[config.mk]
export PLATFORM = sky130hd
export DESIGN_NAME = offset_up_counter
export DESIGN_NICKNAME = d
export VERILOG_FILES = /design/src/rtl/cnt_pkg.sv /design/src/rtl/cnt_toggle_inc.sv /design/src/rtl/cnt_wrap_sel.sv /design/src/rtl/offset_up_counter.sv
export SDC_FILE = /design/constraint.sdc
export NUM_CORES = 1
export LEC_CHECK = 0
export ABC_AREA = 1
export BUFFER_PORTS_ARGS = -buffer_cell sky130_fd_sc_hd__buf_4
export CAP_MARGIN = 20
export CORE_AREA = 10 10 47 49
export CTS_CLUSTER_SIZE = 12
export DETAILED_ROUTE_END_ITERATION = 7
export DIE_AREA = 0 0 57 59
export GPL_ROUTABILITY_DRIVEN = 0
export PLACE_DENSITY = 0.61
export SLEW_MARGIN = 10
export SYNTH_ARGS = -nofsm -noshare
export SYNTH_HDL_FRONTEND = slang
export SYNTH_SLANG_ARGS = --single-unit
[constraint.sdc]
create_clock -name clk -period 1.8 [get_ports clk]
set_input_delay 0.54 -clock clk [delete_from_list [all_inputs] [get_ports clk]]
set_output_delay 0.54 -clock clk [all_outputs]
set_load 0.02 [all_outputs]
[src/rtl/cnt_pkg.sv]
package cnt_pkg;
  typedef enum logic [1:0] {
    OP_HOLD  = 2'd0,
    OP_STEP  = 2'd1,
    OP_LOAD  = 2'd2,
    OP_CLEAR = 2'd3
  } cnt_op_e;
endpackage

[src/rtl/cnt_toggle_inc.sv]
// Increment by a toggle chain: bit i flips when all lower bits are 1.
module cnt_toggle_inc #(
  parameter int W = 4
) (
  input  logic [W-1:0] cur,
  output logic [W-1:0] nxt,
  output logic         all_ones
);
  logic [W:0] flip;

  assign flip[0] = 1'b1;

  genvar i;
  generate
    for (i = 0; i < W; i++) begin : g_bit
      assign nxt[i]    = cur[i] ^ flip[i];
      assign flip[i+1] = flip[i] & cur[i];
    end
  endgenerate

  assign all_ones = flip[W];
endmodule

[src/rtl/cnt_wrap_sel.sv]
// Picks the value that follows an enabled counting edge.
module cnt_wrap_sel #(
  parameter int W = 4
) (
  input  logic [W-1:0] cur,
  input  logic [W-1:0] inc,
  input  logic         all_ones,
  input  logic [W-1:0] start_val,
  input  logic [W-1:0] end_val,
  input  logic         start_mode,
  input  logic         end_mode,
  output logic [W-1:0] step_val
);
  logic end_hit;
  logic wrap;
  logic [W-1:0] restart;

  assign end_hit = end_mode && (cur == end_val);
  assign wrap    = end_hit || all_ones;
  assign restart = start_mode ? start_val : '0;

  always_comb begin
    if (wrap) step_val = restart;
    else      step_val = inc;
  end
endmodule

[src/rtl/offset_up_counter.sv]
module offset_up_counter #(
  parameter int W = 4
) (
  input  logic         clk,
  input  logic         clr,
  input  logic         ld,
  input  logic         en,
  input  logic [W-1:0] ld_val,
  input  logic [W-1:0] start_val,
  input  logic [W-1:0] end_val,
  input  logic         start_mode,
  input  logic         end_mode,
  output logic [W-1:0] count,
  output logic         carry_out
);
  import cnt_pkg::*;

  logic [W-1:0] cnt_q;
  logic [W-1:0] inc_val;
  logic [W-1:0] step_val;
  logic         top_hit;
  cnt_op_e      op;

  cnt_toggle_inc #(.W(W)) u_inc (
    .cur      (cnt_q),
    .nxt      (inc_val),
    .all_ones (top_hit)
  );

  cnt_wrap_sel #(.W(W)) u_wrap (
    .cur        (cnt_q),
    .inc        (inc_val),
    .all_ones   (top_hit),
    .start_val  (start_val),
    .end_val    (end_val),
    .start_mode (start_mode),
    .end_mode   (end_mode),
    .step_val   (step_val)
  );

  always_comb begin
    if (clr)     op = OP_CLEAR;
    else if (ld) op = OP_LOAD;
    else if (en) op = OP_STEP;
    else         op = OP_HOLD;
  end

  always_ff @(posedge clk) begin
    unique case (op)
      OP_CLEAR: cnt_q <= '0;
      OP_LOAD:  cnt_q <= ld_val;
      OP_STEP:  cnt_q <= step_val;
      default:  cnt_q <= cnt_q;
    endcase
  end

  assign count     = cnt_q;
  assign carry_out = en & top_hit;
endmodule

==> flow_metrics.py, run 1 <==
metrics = {
    "sta": {
        "period_minus_slack_ns": 1.89,
        "setup_ws_ns": -0.0881,
        "finalHoldViolCount": 0,
        "slew_headroom_pct": 82.6,
        "post-route-period-util_pct": 105,
        "grt_setup_unrepaired": "yes",
        "setup_viol": 1,
        "fmax_mhz": 530,
        "fin_tns_setup_ns": -0.0881,
        "tightest_slew_ns": 0.260,
        "final_max_slew_viol_count": 0,
        "clock_skew_ns": 0.00310,
    },
    "synthesis": {
        "syn_area_per_cell_sq_um": 6.72,
        "ys_ff_latch": 4,
        "synth_top_area_cell": "edfxtp_1",
        "syn_inst": 65,
        "synth_warnings": 0,
        "ys_seq_area_share_pct": 27.5,
        "yosys-top-cells-area": "edfxtp_1, ha_1, nand2_1",
        "yosys.area.top_type_share_pct": 27.5,
        "syn_area_sq_um": 437,
        "synth.distinct_cells": 12,
        "syn-num-nets": 89,
    },
    "routing": {
        "drt_first_pass_iters": 4,
        "dr.first_iter.drc_count": 12,
        "wl_per_cell_microns": 11.0,
        "route.detailed.drc": 0,
        "routed_wl_microns": 1200,
        "num_vias": 491,
        "antenna_left": 0,
        "vias_per_cell": 4.50,
    },
    "setup_path": {
        "worst-path-max-fanout": 2,
        "cp-startpoint": "count[0]",
        "slowest_stage": "edfxtp_1",
        "crit_type": "register to output pin",
        "path_common_cell": "ha_4",
        "path_cells": "ha_2 > ha_4 > ha_4 > nand2_1 > inv_1 > buf_6",
        "required_ns": 1.26,
        "cp_num_buf_inv": 2,
        "cp-start-kind": "register",
        "arrival_ns": 1.35,
        "end_kind": "output pin",
        "path_delay_family": "adder cells",
        "r2r_start": "count[0]",
        "slowest_delay_ns": 0.38,
    },
    "clock_tree": {
        "clockBufferDepth": 2,
        "cts.sinks": 4,
        "clk_pin_slew_ns": 0.04,
        "cts_max_level": 1,
        "cts_buffers": 3,
        "root_buffer": "clkbuf_4",
        "ctsHoldBuffers": 0,
        "cts_tree": "done",
        "insertion_delay_ns": 0.23,
    },
    "global_route": {
        "grt_pass1_vias": 497,
        "global_route.usage.total_pct": 7.26,
        "grt_pass1_wl_microns": 1990,
        "grt_max_degree": 6,
        "overflow": 0,
        "antenna_found_initial": 0,
    },
    "place": {
        "dp_hpwl_microns": 1040,
        "place_area_sq_um": 639,
        "preCtsSetupSlack_ns": 0.0521,
        "port_buffers": 22,
        "dp.cells": 105,
    },
    "power": {
        "p_sw_w": 0.000101,
        "intPower_w": 0.000249,
        "power_frac_comb_pct": 34.7,
        "finalPower_w": 0.000351,
        "seq_power_share_pct": 34.1,
        "powerDensity_nw_per_um2": 502,
        "netSwitchingFraction_pct": 28.9,
        "ir_drop_mv": 0.267,
        "p_clk_share_pct": 31.2,
        "p_leak_nw": 0.365,
    },
    "die": {
        "die_h_microns": 59,
        "core-area_sq_um": 1400,
        "fp-row-count": 14,
        "start_util_pct": 31.2,
        "dieArea_sq_um": 3360,
        "pin_count": 23,
        "die_w_microns": 57,
    },
    "run_status": {
        "outcome": "complete, but fails checks",
        "violations": "setup timing",
    },
    "final_layout": {
        "largest_reg_flops": 4,
        "stdcell_count": 109,
        "layout_common_cells": "buf_4, nand2_1, inv_1, nand3_1, a21oi_1",
        "drive_gt1_share_pct": 39.8,
        "design_area_sq_um": 698,
        "final_common_cell": "buf_4",
        "diodes": 0,
        "synthToLayoutAreaGrowth_pct": 59.9,
        "fin_nets": 119,
    },
    "worst_hold_path": {
        "hold_path_class": "input pin to register",
        "min_from": "ld_val[0]",
    },
    "flow_run": {
        "drv_cap": 0,
    },
}
[tightest hold or removal path, stage by stage]
cell and delay, ns:
buf_4 0.08, nand2_1 0.04, a21oi_1 0.13
[final cells by class]
| cell class | count | area, sq um |
|---|---|---|
| fillers | 160 | 703 |
| multi-input cells | 47 | 292 |
| repair buffers | 25 | 191 |
| flip-flops and latches | 4 | 120 |
| inverters | 14 | 52.6 |
| clock buffers | 3 | 22.5 |
| well taps | 16 | 20.0 |
[layer usage]
metal | share of wire (%) | vias up | GRT usage, %
li1 | - | 262 | -
met1 | 41 | 208 | 6.53
met2 | 47 | 19 | 12.6
met3 | 11 | 2 | 3.65
met4 | 1.1 | 0 | 5.03
met5 | 0 | - | 0
[cells by family after synthesis]
logic type	synth area share (%)
compound gates	8.02
fa+ha+maj	17.2
buf+inv	12.0
simple gates	35.2
flops	27.5
[power by group through the flow]
stage / combinational [W] / sequential [W] / clock (W)
2_1_floorplan: 0.0000514 / 0.000129 / 0
3_3_place_gp: 0.000119 / 0.000119 / 0
3_5_place_dp: 0.000121 / 0.000120 / 0
4_1_cts: 0.000124 / 0.000120 / 0.000111
5_1_grt: 0.000138 / 0.000121 / 0.000110
6_report: 0.000122 / 0.000120 / 0.000109
[what timing repair did]
action	4_1_cts	5_1_grt
pin swaps	1	1
endpoints found under the setup margin	1	1
resized for setup	5	0
buffers inserted	0	1
[Yosys cell counts, drive strengths merged]
cell type / n
a21oi: 5
edfxtp: 4
ha: 6
inv: 14
nand2: 20
nand3: 9
nor2: 5
o21ai: 2
[through the flow]
stage,utilization [%],hold slack (ns)
final,49.8,0.672
after global routing,49.8,0.697
after CTS,49.3,0.672
after detailed placement,45.6,0.877
after global placement,45.6,0.872
after floorplan,-,0.800
[worst paths after layout]
| check | to | slack (ns) | cells after the start |
|---|---|---|---|
| min reg2reg | count[0] | 0.87 | 4 |
| max reg2reg | count[2] | 0.18 | 8 |
| min | count[0] | 0.67 | 3 |
| max | carry_out | -0.09 | 6 |
(Power assumes the default switching activity.)
==> run 2: changes to the inputs <==
- CORE_AREA: 10 10 47 49 -> 4 4 41 43
- DIE_AREA: 0 0 57 59 -> 0 0 45 47
==> run 2 against run 1 <==
The flow still finishes with violations (setup timing). Non-clock buffer count rose by 2. Die area fell by 37%. Sequential power barely moved. Hold slack improved by 0.0019 ns. Routed wire length fell by 15%. Global-route usage rose by 4.2 points. Count of clock-buffer cells in the layout did not move. Sequential cell count did not move. Clock skew fell by 0.0022 ns. First-iteration DRC count fell by 42%. Critical path depth did not move. Clock power barely moved. Critical path type unchanged. Highest routed layer is now met3.
==> flow_metrics.py, run 2 (synthesis results as in run 1) <==
metrics = {
    "die": {
        "fp-row-count": 13,
        "die_h_microns": 47,
        "start_util_pct": 33.6,
        "core-area_sq_um": 1300,
        "dieArea_sq_um": 2120,
        "die_w_microns": 45,
        "pin_count": 23,
    },
    "sta": {
        "tightest_slew_ns": 0.257,
        "clock_skew_ns": 0.000912,
        "post-route-period-util_pct": 105,
        "hold_slack_ns": 0.674,
        "fin_tns_setup_ns": -0.0867,
        "setup_viol": 1,
        "final_max_slew_viol_count": 0,
        "finalHoldViolCount": 0,
        "fmax_mhz": 530,
        "setup_ws_ns": -0.0867,
        "slew_headroom_pct": 82.8,
        "grt_setup_unrepaired": "yes",
        "period_minus_slack_ns": 1.89,
    },
    "clock_tree": {
        "cts_tree": "done",
        "clk_pin_slew_ns": 0.04,
        "cts_max_level": 1,
        "cts_buffers": 3,
        "cts.sinks": 4,
        "ctsHoldBuffers": 0,
        "clockBufferDepth": 2,
        "root_buffer": "clkbuf_4",
        "insertion_delay_ns": 0.23,
    },
    "setup_path": {
        "path_cells": "ha_2 > ha_4 > ha_4 > nand2_2 > inv_2 > buf_6",
        "end_kind": "output pin",
        "cp-start-kind": "register",
        "required_ns": 1.26,
        "slowest_delay_ns": 0.39,
        "path_delay_family": "adder cells",
        "r2r_start": "count[0]",
        "crit_type": "register to output pin",
        "path_common_cell": "ha_4",
        "cp_num_buf_inv": 2,
        "regToRegSetupSlack_ns": 0.17,
        "reg2reg_to": "count[2]",
        "slowest_stage": "edfxtp_1",
        "arrival_ns": 1.35,
        "worst-path-max-fanout": 2,
        "reg2regPathDepth": 8,
    },
    "flow_run": {
        "drv_cap": 0,
    },
    "place": {
        "dp_hpwl_microns": 866,
        "dp.cells": 105,
        "place_area_sq_um": 646,
        "port_buffers": 22,
    },
    "power": {
        "powerDensity_nw_per_um2": 497,
        "finalPower_w": 0.000355,
        "p_leak_nw": 0.374,
        "ir_drop_mv": 0.210,
    },
    "worst_hold_path": {
        "min_from": "ld_val[2]",
        "min_path_cells": 3,
        "min_to": "count[2]",
        "hold_path_class": "input pin to register",
    },
    "routing": {
        "num_vias": 480,
        "vias_per_cell": 4.36,
        "wl_per_cell_microns": 9.24,
        "route.detailed.drc": 0,
        "antenna_left": 0,
        "routed_wl_microns": 1020,
        "drt_first_pass_iters": 4,
        "dr.first_iter.drc_count": 7,
    },
    "final_layout": {
        "final_common_cell": "buf_4",
        "multi_input_area_sq_um": 294,
        "layout_common_cells": "buf_4, nand2_1, inv_1, nand3_1, a21oi_1",
        "drive_gt1_share_pct": 43.2,
        "stdcell_count": 110,
        "diodes": 0,
        "final.fill_count": 129,
        "largest_reg_flops": 4,
        "synthToLayoutAreaGrowth_pct": 63.6,
        "seqCellArea_sq_um": 120,
        "fin_nets": 121,
        "design_area_sq_um": 714,
    },
    "run_status": {
        "outcome": "complete, but fails checks",
        "violations": "setup timing",
    },
    "global_route": {
        "overflow": 0,
        "grt_pass1_vias": 497,
        "grt_max_degree": 6,
        "global_route.usage.total_pct": 11.4,
        "antenna_found_initial": 0,
        "grt_pass1_wl_microns": 1760,
    },
}
run 2: changes by cell type in the layout (fill, tap and decap cells not counted), sizes merged:
cell and change:
buf +2
run 2: area by class of cell:
type	instances	share of cell area, %
multi-input combinational	47	41.2
inverter	14	7.36
sequential	4	16.8
clock buffer	3	3.15
tap	15	2.63
timing repair buffer	27	28.9
run 2: what timing repair did:
item / in CTS / in global routing
gates cloned: 0 / 0
resized for setup: 5 / 2
endpoints found under the hold margin: 0 / 0
pin swaps: 1 / 1
endpoints found under the setup margin: 1 / 1
buffers inserted: 1 / 1
run 2: worst max-delay path by stage:
stage | depth (start not counted) | startpoint | endpoint
after floorplan | 5 | count[0] | carry_out
final | 6 | count[0] | carry_out
after CTS | 6 | count[1] | carry_out
after detailed placement | 6 | count[0] | carry_out
after global placement | 6 | count[0] | carry_out
after global routing | 6 | count[0] | carry_out
run 2: through the flow:
step | util (%) | setup WS, ns
finish | 54.9 | -0.0867
global route | 54.9 | -0.150
CTS | 54.1 | -0.0938
detailed placement | 49.6 | 0.0612
global placement | 49.6 | 0.0764
floorplan | - | 0.0162
run 2: routing by layer:
metal	track usage [%]	vias to the layer above	part of all wire, %
li1	-	266	-
met1	11.3	197	38
met2	21.8	17	53
met3	2.30	0	8.3
met4	7.02	0	0
met5	0	-	0
run 2: worst min-delay path: cells and delay by family:
kind	cells	cell delay (ns)
AND/OR/NAND/NOR	1	0.04
AO/OA/AOI/OAI	1	0.13
buffers and inverters	1	0.08
run 2: power by group:
group          switching, W  internal (W)  leakage [nW]
registers        0.00000643      0.000112        0.0467
clock network     0.0000347     0.0000745        0.0138
logic             0.0000599     0.0000673         0.313
==> run 3: changes to the inputs <==
- clock period: 1.8 -> 1.99 ns (I/O delays scaled with it)
==> run 3 against run 2 <==
The run now ends clean. Count of clock-buffer cells in the layout stayed put. Final cell count stayed put. Setup slack better by 0.12 ns. Sequential share of layout area stayed put. Largest cell class unchanged. Largest power group unchanged. Highest routed layer is now met4.
==> flow_metrics.py, run 3 (synthesis results as in run 1) <==
metrics = {
    "run_status": {
        "outcome": "finished clean",
    },
    "setup_path": {
        "slowest_delay_ns": 0.39,
        "path_cells": "ha_2 > ha_4 > ha_4 > nand2_2 > inv_2 > buf_6",
        "end_kind": "output pin",
        "path_delay_family": "adder cells",
        "path_common_cell": "ha_4",
        "cp-start-kind": "register",
        "worst-path-max-fanout": 2,
        "cp_num_buf_inv": 2,
        "slowest_stage": "edfxtp_1",
        "crit_type": "register to output pin",
        "required_ns": 1.39,
        "arrival_ns": 1.36,
    },
    "die": {
        "dieArea_sq_um": 2120,
        "pin_count": 23,
        "die_h_microns": 47,
        "die_w_microns": 45,
        "fp-row-count": 13,
        "start_util_pct": 33.6,
        "core-area_sq_um": 1300,
    },
    "sta": {
        "clock_skew_ns": 0.00173,
        "period_minus_slack_ns": 1.96,
        "finalHoldViolCount": 0,
        "final_max_slew_viol_count": 0,
        "post-route-period-util_pct": 98.3,
        "setup_viol": 0,
        "fmax_mhz": 511,
        "grt_setup_unrepaired": "yes",
        "hold_slack_ns": 0.719,
        "tightest_slew_ns": 0.251,
        "slew_headroom_pct": 83.3,
    },
    "power": {
        "ir_drop_mv": 0.243,
        "powerDensity_nw_per_um2": 459,
        "p_leak_nw": 0.374,
    },
    "routing": {
        "antenna_left": 0,
        "routed_wl_microns": 1090,
        "route.detailed.drc": 0,
        "num_vias": 497,
        "dr.first_iter.drc_count": 5,
        "wl_per_cell_microns": 9.88,
        "vias_per_cell": 4.52,
        "drt_first_pass_iters": 2,
    },
    "final_layout": {
        "final_common_cell": "buf_4",
        "diodes": 0,
        "fin_nets": 121,
        "utilization_pct": 54.9,
        "design_area_sq_um": 714,
        "drive_gt1_share_pct": 43.2,
        "final.fill_count": 142,
        "synthToLayoutAreaGrowth_pct": 63.6,
        "largest_reg_flops": 4,
        "seqCellArea_sq_um": 120,
        "multi_input_area_sq_um": 294,
        "layout_common_cells": "buf_4, nand2_1, inv_1, nand3_1, a21oi_1",
    },
    "worst_hold_path": {
        "hold_path_class": "input pin to register",
    },
    "place": {
        "place_area_sq_um": 628,
        "port_buffers": 22,
        "dp_hpwl_microns": 856,
    },
    "clock_tree": {
        "cts.sinks": 4,
        "cts_max_level": 1,
        "clockBufferDepth": 2,
        "root_buffer": "clkbuf_4",
        "insertion_delay_ns": 0.24,
        "cts_buffers": 3,
        "clk_pin_slew_ns": 0.04,
        "cts_tree": "done",
    },
    "global_route": {
        "global_route.usage.total_pct": 11.5,
        "overflow": 0,
        "antenna_found_initial": 0,
        "grt_max_degree": 6,
        "grt_pass1_vias": 497,
        "grt_pass1_wl_microns": 1790,
    },
    "flow_run": {
        "drv_cap": 0,
    },
}
## run 3: worst reg2reg max path, stage by stage (launching register included)
cell      delay [ns]
edfxtp_1        0.39
ha_2            0.21
ha_4            0.16
ha_4            0.16
buf_4           0.13
inv_2           0.08
nand3_1         0.09
nand3_1         0.10
a21oi_1         0.07
## run 3: metrics by stage
stage / worst slack, ns / instances / total power, W / TNS [ns]
floorplan: 0.130 / 65 / 0.000163 / 0
global placement: 0.177 / 103 / 0.000213 / 0
detailed placement: 0.135 / 103 / 0.000213 / 0
CTS: 0.00204 / 108 / 0.000323 / 0
global route: -0.0132 / 110 / 0.000346 / -0.0132
finish: 0.0336 / 110 / 0.000328 / 0
## run 3: worst paths after layout
path	startpoint	to	slack, ns	depth (start not counted)
min reg2reg	count[0]	count[1]	0.94	5
max reg2reg	count[1]	count[2]	0.35	8
max	count[1]	carry_out	0.03	6
min	ld_val[3]	count[3]	0.72	3
## run 3: repair_timing
action | in CTS | in global routing
endpoints found under the setup margin | 1 | 1
gates resized for setup | 6 | 2
setup buffers | 2 | 2
pin swaps | 2 | 2
hold buffers | 0 | 0
## run 3: report_power, final
group          internal [W]  switching (W)
registers          0.000101     0.00000670
clock network     0.0000677      0.0000370
logic             0.0000610      0.0000540
## run 3: per-layer routing
layer / track usage [%] / wire length (microns) / share of wire, % / up-vias
met5: 0 / 0 / 0 / -
met4: 7.02 / 19 / 1.7 / 0
met3: 1.53 / 97 / 8.9 / 2
met2: 21.5 / 532 / 49 / 21
met1: 12.2 / 437 / 40 / 207
li1: - / - / - / 267
## run 3: layout make-up
class                      instances  share of cell area, %
multi-input combinational         47                   41.2
timing repair buffer              27                   28.9
sequential                         4                   16.8
inverter                          14                   7.36
clock buffer                       3                   3.15
tap                               15                   2.63
